`config.mk`:
```
export PLATFORM = sky130hd
export DESIGN_NAME = sdac_frame_rx
export DESIGN_NICKNAME = d
export VERILOG_FILES = /design/src/rtl/sdac_pkg.sv /design/src/rtl/sdac_in_sync.sv /design/src/rtl/sdac_shift_ctrl.sv /design/src/rtl/sdac_commit_regs.sv /design/src/rtl/sdac_frame_rx.sv
export SDC_FILE = /design/constraint.sdc
export NUM_CORES = 1
export LEC_CHECK = 0
export ABC_CLOCK_PERIOD_IN_PS = 4000
export BUFFER_PORTS_ARGS = -buffer_cell sky130_fd_sc_hd__buf_2
export CAP_MARGIN = 0
export CORE_MARGIN = 10
export CORE_UTILIZATION = 62
export CTS_CLUSTER_DIAMETER = 60
export CTS_CLUSTER_SIZE = 25
export DETAILED_ROUTE_END_ITERATION = 7
export GPL_TIMING_DRIVEN = 0
export PLACE_DENSITY = 0.9
export SETUP_SLACK_MARGIN = 0.15
export SLEW_MARGIN = 20
export SYNTH_ARGS = -nofsm -noshare
export SYNTH_HDL_FRONTEND = slang
export SYNTH_SLANG_ARGS = --single-unit
```
`constraint.sdc`:
```
create_clock -name clk -period 4 [get_ports clk]
set_input_delay 0.8 -clock clk [delete_from_list [all_inputs] [get_ports clk]]
set_output_delay 0.8 -clock clk [all_outputs]
set_load 0.05 [all_outputs]
```
`src/rtl/sdac_pkg.sv`:
```
package sdac_pkg;
  typedef enum logic [1:0] {
    PM_NORMAL   = 2'b00,
    PM_PD_1K    = 2'b01,
    PM_PD_100K  = 2'b10,
    PM_PD_HIZ   = 2'b11
  } pwr_mode_t;

  localparam int unsigned MODE_W = 2;
endpackage

```
`src/rtl/sdac_in_sync.sv`:
```
module sdac_in_sync #(
  parameter int unsigned W      = 3,
  parameter int unsigned STAGES = 2,
  parameter logic [W-1:0] RST_VAL = '1
) (
  input  logic         clk,
  input  logic         rst,
  input  logic [W-1:0] d,
  output logic [W-1:0] q
);
  for (genvar b = 0; b < W; b++) begin : g_bit
    logic [STAGES-1:0] chain;
    always_ff @(posedge clk) begin
      if (rst) chain <= {STAGES{RST_VAL[b]}};
      else     chain <= {chain[STAGES-2:0], d[b]};
    end
    assign q[b] = chain[STAGES-1];
  end
endmodule

```
`src/rtl/sdac_shift_ctrl.sv`:
```
module sdac_shift_ctrl #(
  parameter int unsigned FRAME_BITS = 24,
  parameter int unsigned PAYLOAD_W  = 18
) (
  input  logic                 clk,
  input  logic                 rst,
  input  logic                 sync_lvl,
  input  logic                 sclk_lvl,
  input  logic                 din_lvl,
  output logic                 commit,
  output logic [PAYLOAD_W-1:0] payload,
  output logic                 drop
);
  localparam int unsigned CNT_W = $clog2(FRAME_BITS);
  localparam logic [CNT_W-1:0] LAST = CNT_W'(FRAME_BITS - 1);

  logic sync_prev, sclk_prev;
  logic active, done;
  logic [CNT_W-1:0] cnt;
  logic [PAYLOAD_W-2:0] shreg;
  logic [PAYLOAD_W-1:0] nxt;
  logic sync_rise, sync_fall, sclk_fall;

  assign sync_rise = sync_lvl & ~sync_prev;
  assign sync_fall = ~sync_lvl & sync_prev;
  assign sclk_fall = ~sclk_lvl & sclk_prev;
  assign nxt       = {shreg, din_lvl};

  always_ff @(posedge clk) begin
    if (rst) begin
      sync_prev <= 1'b1;
      sclk_prev <= 1'b1;
      active    <= 1'b0;
      done      <= 1'b0;
      cnt       <= '0;
      shreg     <= '0;
      commit    <= 1'b0;
      drop      <= 1'b0;
      payload   <= '0;
    end else begin
      sync_prev <= sync_lvl;
      sclk_prev <= sclk_lvl;
      commit    <= 1'b0;
      drop      <= 1'b0;
      if (sync_rise) begin
        if (active && !done) drop <= 1'b1;
        active <= 1'b0;
        done   <= 1'b0;
        cnt    <= '0;
        shreg  <= '0;
      end else if (sync_fall) begin
        active <= 1'b1;
        done   <= 1'b0;
        cnt    <= '0;
        shreg  <= '0;
      end else if (sclk_fall && active && !done) begin
        shreg <= nxt[PAYLOAD_W-2:0];
        if (cnt == LAST) begin
          done    <= 1'b1;
          commit  <= 1'b1;
          payload <= nxt;
        end else begin
          cnt <= cnt + 1'b1;
        end
      end
    end
  end

  a_r7_count_bounded: assert property (@(posedge clk) disable iff (rst)
    cnt <= LAST);
  a_r7_done_blocks_commit: assert property (@(posedge clk) disable iff (rst)
    done && !sync_fall |=> !commit);
  a_r6_drop_not_commit: assert property (@(posedge clk) disable iff (rst)
    !(drop && commit));
endmodule

```
`src/rtl/sdac_commit_regs.sv`:
```
module sdac_commit_regs
  import sdac_pkg::*;
#(
  parameter int unsigned CODE_W = 16
) (
  input  logic                     clk,
  input  logic                     rst,
  input  logic                     commit,
  input  logic [CODE_W+MODE_W-1:0] payload,
  input  logic                     drop,
  output logic [CODE_W-1:0]        dac_code,
  output logic [MODE_W-1:0]        pd_mode,
  output logic                     update,
  output logic                     abort
);
  pwr_mode_t new_mode;
  assign new_mode = pwr_mode_t'(payload[CODE_W +: MODE_W]);

  always_ff @(posedge clk) begin
    if (rst) begin
      dac_code <= '0;
      pd_mode  <= PM_NORMAL;
      update   <= 1'b0;
      abort    <= 1'b0;
    end else begin
      update <= commit;
      abort  <= drop;
      if (commit) begin
        pd_mode <= new_mode;
        if (new_mode == PM_NORMAL) dac_code <= payload[CODE_W-1:0];
      end
    end
  end

  a_r5_update_single: assert property (@(posedge clk) disable iff (rst)
    update |=> !update);
  a_r6_abort_holds_state: assert property (@(posedge clk) disable iff (rst)
    abort |-> ($stable(dac_code) && $stable(pd_mode) && !update));
  a_r6_abort_single: assert property (@(posedge clk) disable iff (rst)
    abort |=> !abort);
  a_r8_pd_keeps_code: assert property (@(posedge clk) disable iff (rst)
    update && (pd_mode != PM_NORMAL) |-> $stable(dac_code));
  a_r2_code_moves_on_update: assert property (@(posedge clk) disable iff (rst)
    !update |-> $stable(dac_code) && $stable(pd_mode));
endmodule

```
`src/rtl/sdac_frame_rx.sv`:
```
module sdac_frame_rx
  import sdac_pkg::*;
#(
  parameter int unsigned FRAME_BITS  = 24,
  parameter int unsigned CODE_W      = 16,
  parameter int unsigned SYNC_STAGES = 2
) (
  input  logic              clk,
  input  logic              rst,
  input  logic              sync_n,
  input  logic              sclk,
  input  logic              sdin,
  output logic [CODE_W-1:0] dac_code,
  output logic [1:0]        pd_mode,
  output logic              update,
  output logic              abort
);
  localparam int unsigned PAYLOAD_W = CODE_W + MODE_W;

  logic [2:0] raw_in, sync_q;
  logic commit, drop;
  logic [PAYLOAD_W-1:0] payload;

  assign raw_in = {sync_n, sclk, sdin};

  sdac_in_sync #(.W(3), .STAGES(SYNC_STAGES), .RST_VAL(3'b110)) u_sync (
    .clk(clk), .rst(rst), .d(raw_in), .q(sync_q)
  );

  sdac_shift_ctrl #(.FRAME_BITS(FRAME_BITS), .PAYLOAD_W(PAYLOAD_W)) u_shift (
    .clk(clk), .rst(rst),
    .sync_lvl(sync_q[2]), .sclk_lvl(sync_q[1]), .din_lvl(sync_q[0]),
    .commit(commit), .payload(payload), .drop(drop)
  );

  sdac_commit_regs #(.CODE_W(CODE_W)) u_regs (
    .clk(clk), .rst(rst), .commit(commit), .payload(payload), .drop(drop),
    .dac_code(dac_code), .pd_mode(pd_mode), .update(update), .abort(abort)
  );

  a_r1_reset_clear: assert property (@(posedge clk)
    $past(rst) |-> (dac_code == '0 && pd_mode == 2'b00 && !update && !abort));
endmodule

```
; Word level (Yosys, flattened, before mapping)
; Cells that the tools add are included.
[op_classes]
eq_ne = 1
add_sub_neg = 1
reduce_logical = 13
muxes = 2
bitwise = 10
[op_table]
columns = operator, count
row1 = $not 1->1, 7
row2 = $reduce_and 2->1, 3
row3 = $add 5x1->5 const B, 1
row4 = $eq 5x5->1 const B, 1
row5 = $reduce_and 4->1, 1
row6 = $reduce_or 2->1, 2
row7 = $reduce_or 4->1, 1
row8 = $and 1x1->1, 3
row9 = $logic_and 1x1->1, 3
row10 = $reduce_or 3->1, 1
row11 = $logic_not 2->1, 1
row12 = $mux 1, 2
row13 = $logic_not 1->1, 1
[totals]
out_inout_bits = 20
regBits = 72
word_cells = 43
input_bits = 5

; Depth between registers and ports, before layout
[depth]
ltp_word = 6
depth_mapped = 7
depth_no_buf = 5

; Cells and area by module
; A second synthesis with hierarchy kept.
[hier_totals]
cells_unflattened = 304
hier_area_um2 = 2840.2
[modules_own_cells]
columns = module, instances, seq_area_each_um2, area_each_um2, cells_each
row1 = sdac_shift_ctrl, 1, 920.9, 1801.7, 209
row2 = sdac_commit_regs, 1, 400.4, 858.3, 80
row3 = sdac_in_sync, 1, 120.1, 180.2, 15

; Worst setup path after synthesis
; No wires, ideal clock.
[synth_path]
path_type = flip-flop to flip-flop
start = register u_shift.sync_prev
end = register u_shift.payload[8]
path_stages_with_launch = 8
required_ns = 3.868
setup_slack_ns = 2.353
path_buffers = 2
setup_ns = 0.132
period_less_slack_ns = 1.647
arrival_ns = 1.515
cell_sequence = dfxtp_1 -> inv_1 -> ha_1 -> buf_2 -> clkinv_1 -> clkbuf_1 -> o31ai_1 -> a21oi_1
[synth_between]
elab_chain_len = 4
word_cells_on_any_way = 6
classes_between = bitwise (5) / reduce/logical (1)
[synth_rtl]
columns = item, line_no
row1 = start: declaration, sdac_shift_ctrl.sv:17  ; logic sync_prev, sclk_prev;
row2 = start signal: assignment, sdac_shift_ctrl.sv:41  ; sync_prev <= sync_lvl;
row3 = $not 1->1, sdac_shift_ctrl.sv:24  ; assign sync_rise = sync_lvl & ~sync_prev;
row4 = $and 1x1->1, sdac_shift_ctrl.sv:24
row5 = $not 1->1 (no source line), -
row6 = $reduce_and 4->1 (no source line) *, -
row7 = end signal: assignment, sdac_shift_ctrl.sv:61  ; payload <= nxt;
row8 = end: declaration, sdac_shift_ctrl.sv:11  ; output logic [PAYLOAD_W-1:0] payload,
; Mark *: on every way between the ends. The rest lies on a longest branch, timed or not.
; A chain may end at the register's enable or synchronous reset.

; Worst setup path after layout
[layout_path]
start = register u_shift.sync_prev
end = register u_shift.payload[9]
; Same word-level chain as after synthesis.

==> metrics.txt <==
run status=finished clean; peak ir drop on the vdd network=around 0.31 mV; PostCTS Resize Cnt=0; average wire per cell in the routed design=approximately 15 um; arrival time of the worst setup path=roughly 2.2 ns; critical path's top delay family=buffers and inverters; number of distinct library cell variants in the gate-level netlist after synthesis=29; maximum number of pins on one net before global-route repair=14; instance count of the mapped netlist=303; maximum clock rate=506 MHz; Bufs on Longest Clock Path=2; First DRT Iteration DRCs=180; power share of the clock group=between 40% and 50%; Initial Utilization=between 60% and 70%; remaining global-route overflow=0; total negative slack for setup checks=0 ns; number of storage elements in the synthesis netlist=72; Buf/Inv on CP=4; Warnings, synthesis=0; boundary pin count=25; antenna violations before repair=0; H-Tree Level Count=3; number of enable-type register cells in the synthesized netlist=0; clock-pin slew on the worst setup and hold paths=0.08 ns; combinational share of power=under 10%; cell leakage power=approximately 1.1 nW; biggest cell delay along the critical path=roughly 0.34 ns; Antenna Nets Post-Route=0; sequential area share after synthesis=around 55%; Worst Path Required=between 4 and 5 ns; synthesized area per cell=roughly 8.7 sq um; routed wire length=roughly 5900 um; Core Rows=23; cell internal pwr=~0.0011 W; crit path cell chain=inv_1 -> ha_1 -> buf_2 -> clkinv_1 -> clkbuf_1 -> o31ai_1 -> a21oi_1; CTS Hold Bufs=0; RSZ-0062 raised after global routing=false; commonest non-fill, non-tap cells in the layout=dfxtp_1 (72), nand2_1 (66), a21oi_1 (57); CTS buffer count=9; part of the total power dissipated in sequential elements=52.2%; Layout area overhead=15.2%; setup fix buffers added after clock tree synthesis=0; period utilisation layout=between 40 and 50%; Worst Tran Pin Value=0.508 ns; power spent charging and discharging nets=between 0.0003 and 0.0004 W; global router's overall resource usage=17.1%; number of design rule violations left after detail routing=0; cell with the largest stage delay on the worst path=o31ai_1; count of pins over their slew limit=0; GPL Wtd Cong=~0.83; clock net sink count=72; Max Cap Viol=0; post-detail-place hpwl=about 4100 um; first-pass GRT wire length=around 10000 um; Critical Path Fanout Max=10; leading cell type in the layout, fill and taps excluded=dfxtp_1; Root Driver=clkbuf_8; Antenna Diode Count=0; finished layout cell area=0.00305 sq mm; die area=0.00728 sq mm; Post-synth ARST share=0%; final critical-path required period=~2.0 ns; critical path start-end classification=flip-flop to flip-flop; Core Region=around 0.004 sq mm; Switching Share=21.9%; type of element capturing the critical path=flip-flop; final count of negative-setup-slack endpoints=0; Relative slew margins=about two thirds; total via count after detailed routing=between 2000 and 2500; Post-DP Area=between 0.002 and 0.003 sq mm; multi-input gate area in the final layout=approximately 0.0011 sq mm; pwr dens=around 450 mW/mm^2; Design Power=between 0.001 and 0.0015 W; area of the mapped netlist=between 0.002 and 0.003 sq mm; total of buffers placed on input and output ports=24; clock tree from TritonCTS=built; sequential standard cell area=~0.0014 sq mm; number of fillers in the final layout=around 280; router iterations before antenna repair=4; clock latency at the later pin of the worst-skew pair=approximately 0.35 ns; vias in the first global route=2272; clock tree skew after final layout=approximately 0.0086 ns; final hold violation count=0; height of the chip=~85 um; category of the worst setup path launch point=flip-flop; worst min path class=flip-flop to flip-flop; Nets=around 350; Util after Layout=approximately 75%; main flop type after synthesis=dfxtp_1; post-detailed-route via-to-cell ratio=roughly 5.7; share of layout cells above drive strength 1=between 10% and 20%; die width=around 85 um; post-synthesis net count=roughly 310
cells in the mapped netlist, types with 4 or more instances:
| cell | n | area share [%] |
|---|---|---|
| nor2_1 | 5 | 0.71 |
| or2_2 | 6 | 1.4 |
| nand2_1 | 66 | 9.4 |
| a21oi_1 | 57 | 11 |
| dfxtp_1 | 72 | 55 |
| clkbuf_1 | 18 | 2.6 |
| o21ai_0 | 4 | 0.76 |
| nand4_1 | 18 | 4.3 |
| nor2b_1 | 4 | 0.95 |
| o31ai_1 | 18 | 5.1 |
| buf_2 | 9 | 1.7 |
cell families (layout without fill, tap and decap cells):
kind of cell / Yosys count / in the layout / share of synthesized area (%)
AND/OR/NAND/NOR: 115 / 115 / 21.5
buffers and inverters: 31 / 71 / 4.83
multiplexers: 2 / 2 / 0.757
AO/OA/AOI/OAI: 80 / 80 / 17.0
adder cells (fa/ha/maj): 3 / 3 / 1.42
flip-flops: 72 / 72 / 54.5
metrics by stage:
| stage | hold slack [ns] | cells | setup slack [ns] |
|---|---|---|---|
| 4_1_cts | 0.416 | 393 | 2.02 |
| 3_3_place_gp | 0.390 | 377 | 2.11 |
| 2_1_floorplan | 0.389 | 303 | 2.35 |
| 6_report | 0.414 | 393 | 2.02 |
| 3_5_place_dp | 0.398 | 377 | 2.03 |
| 5_1_grt | 0.451 | 393 | 1.83 |
power by group through the flow:
| stage | clock (W) | combinational [W] | sequential [W] |
|---|---|---|---|
| 3_3_place_gp | 0 | 0.0000327 | 0.000739 |
| 2_1_floorplan | 0 | 0.0000237 | 0.000738 |
| 3_5_place_dp | 0 | 0.0000336 | 0.000739 |
| 6_report | 0.000626 | 0.0000344 | 0.000722 |
| 4_1_cts | 0.000627 | 0.0000344 | 0.000722 |
| 5_1_grt | 0.000658 | 0.0000383 | 0.000723 |
sequential cells by signal, summed over array words and instances, names as in the netlist, 2 cells and up:
signal              flops
u_sync.g_bit.chain      6
u_shift.cnt             5
u_shift.payload        18
u_regs.dac_code        16
u_shift.shreg          17
u_regs.pd_mode          2
layer usage:
layer / track usage, % / up-vias / wire, um
met2: 27.9 / 63 / 2890
met3: 4.88 / 11 / 390
li1: - / 1132 / -
met5: 0 / - / 0
met1: 18.9 / 1037 / 2510
met4: 11.7 / 0 / 132
path summary, 6_finish.rpt:
kind	slack, ns	startpoint	endpoint	cells after the start
max	2.02	u_shift.sync_prev	u_shift.payload[9]	7
min	0.41	u_sync.g_bit[1].chain[0]	u_sync.g_bit[1].chain[1]	1
max reg2reg	2.02	u_shift.sync_prev	u_shift.payload[9]	7
min reg2reg	0.41	u_sync.g_bit[1].chain[0]	u_sync.g_bit[1].chain[1]	1
final cells by class:
| class | count | share of cell area [%] |
|---|---|---|
| plain buffers | 28 | 3.82 |
| clock buffers | 9 | 4.07 |
| clock inverters | 7 | 3.16 |
| inverters | 3 | 0.370 |
| multi-input cells | 200 | 35.3 |
| flip-flops and latches | 72 | 47.3 |
| well taps | 50 | 2.05 |
| repair buffers | 24 | 3.94 |
Power figures use the tool's default switching activity.
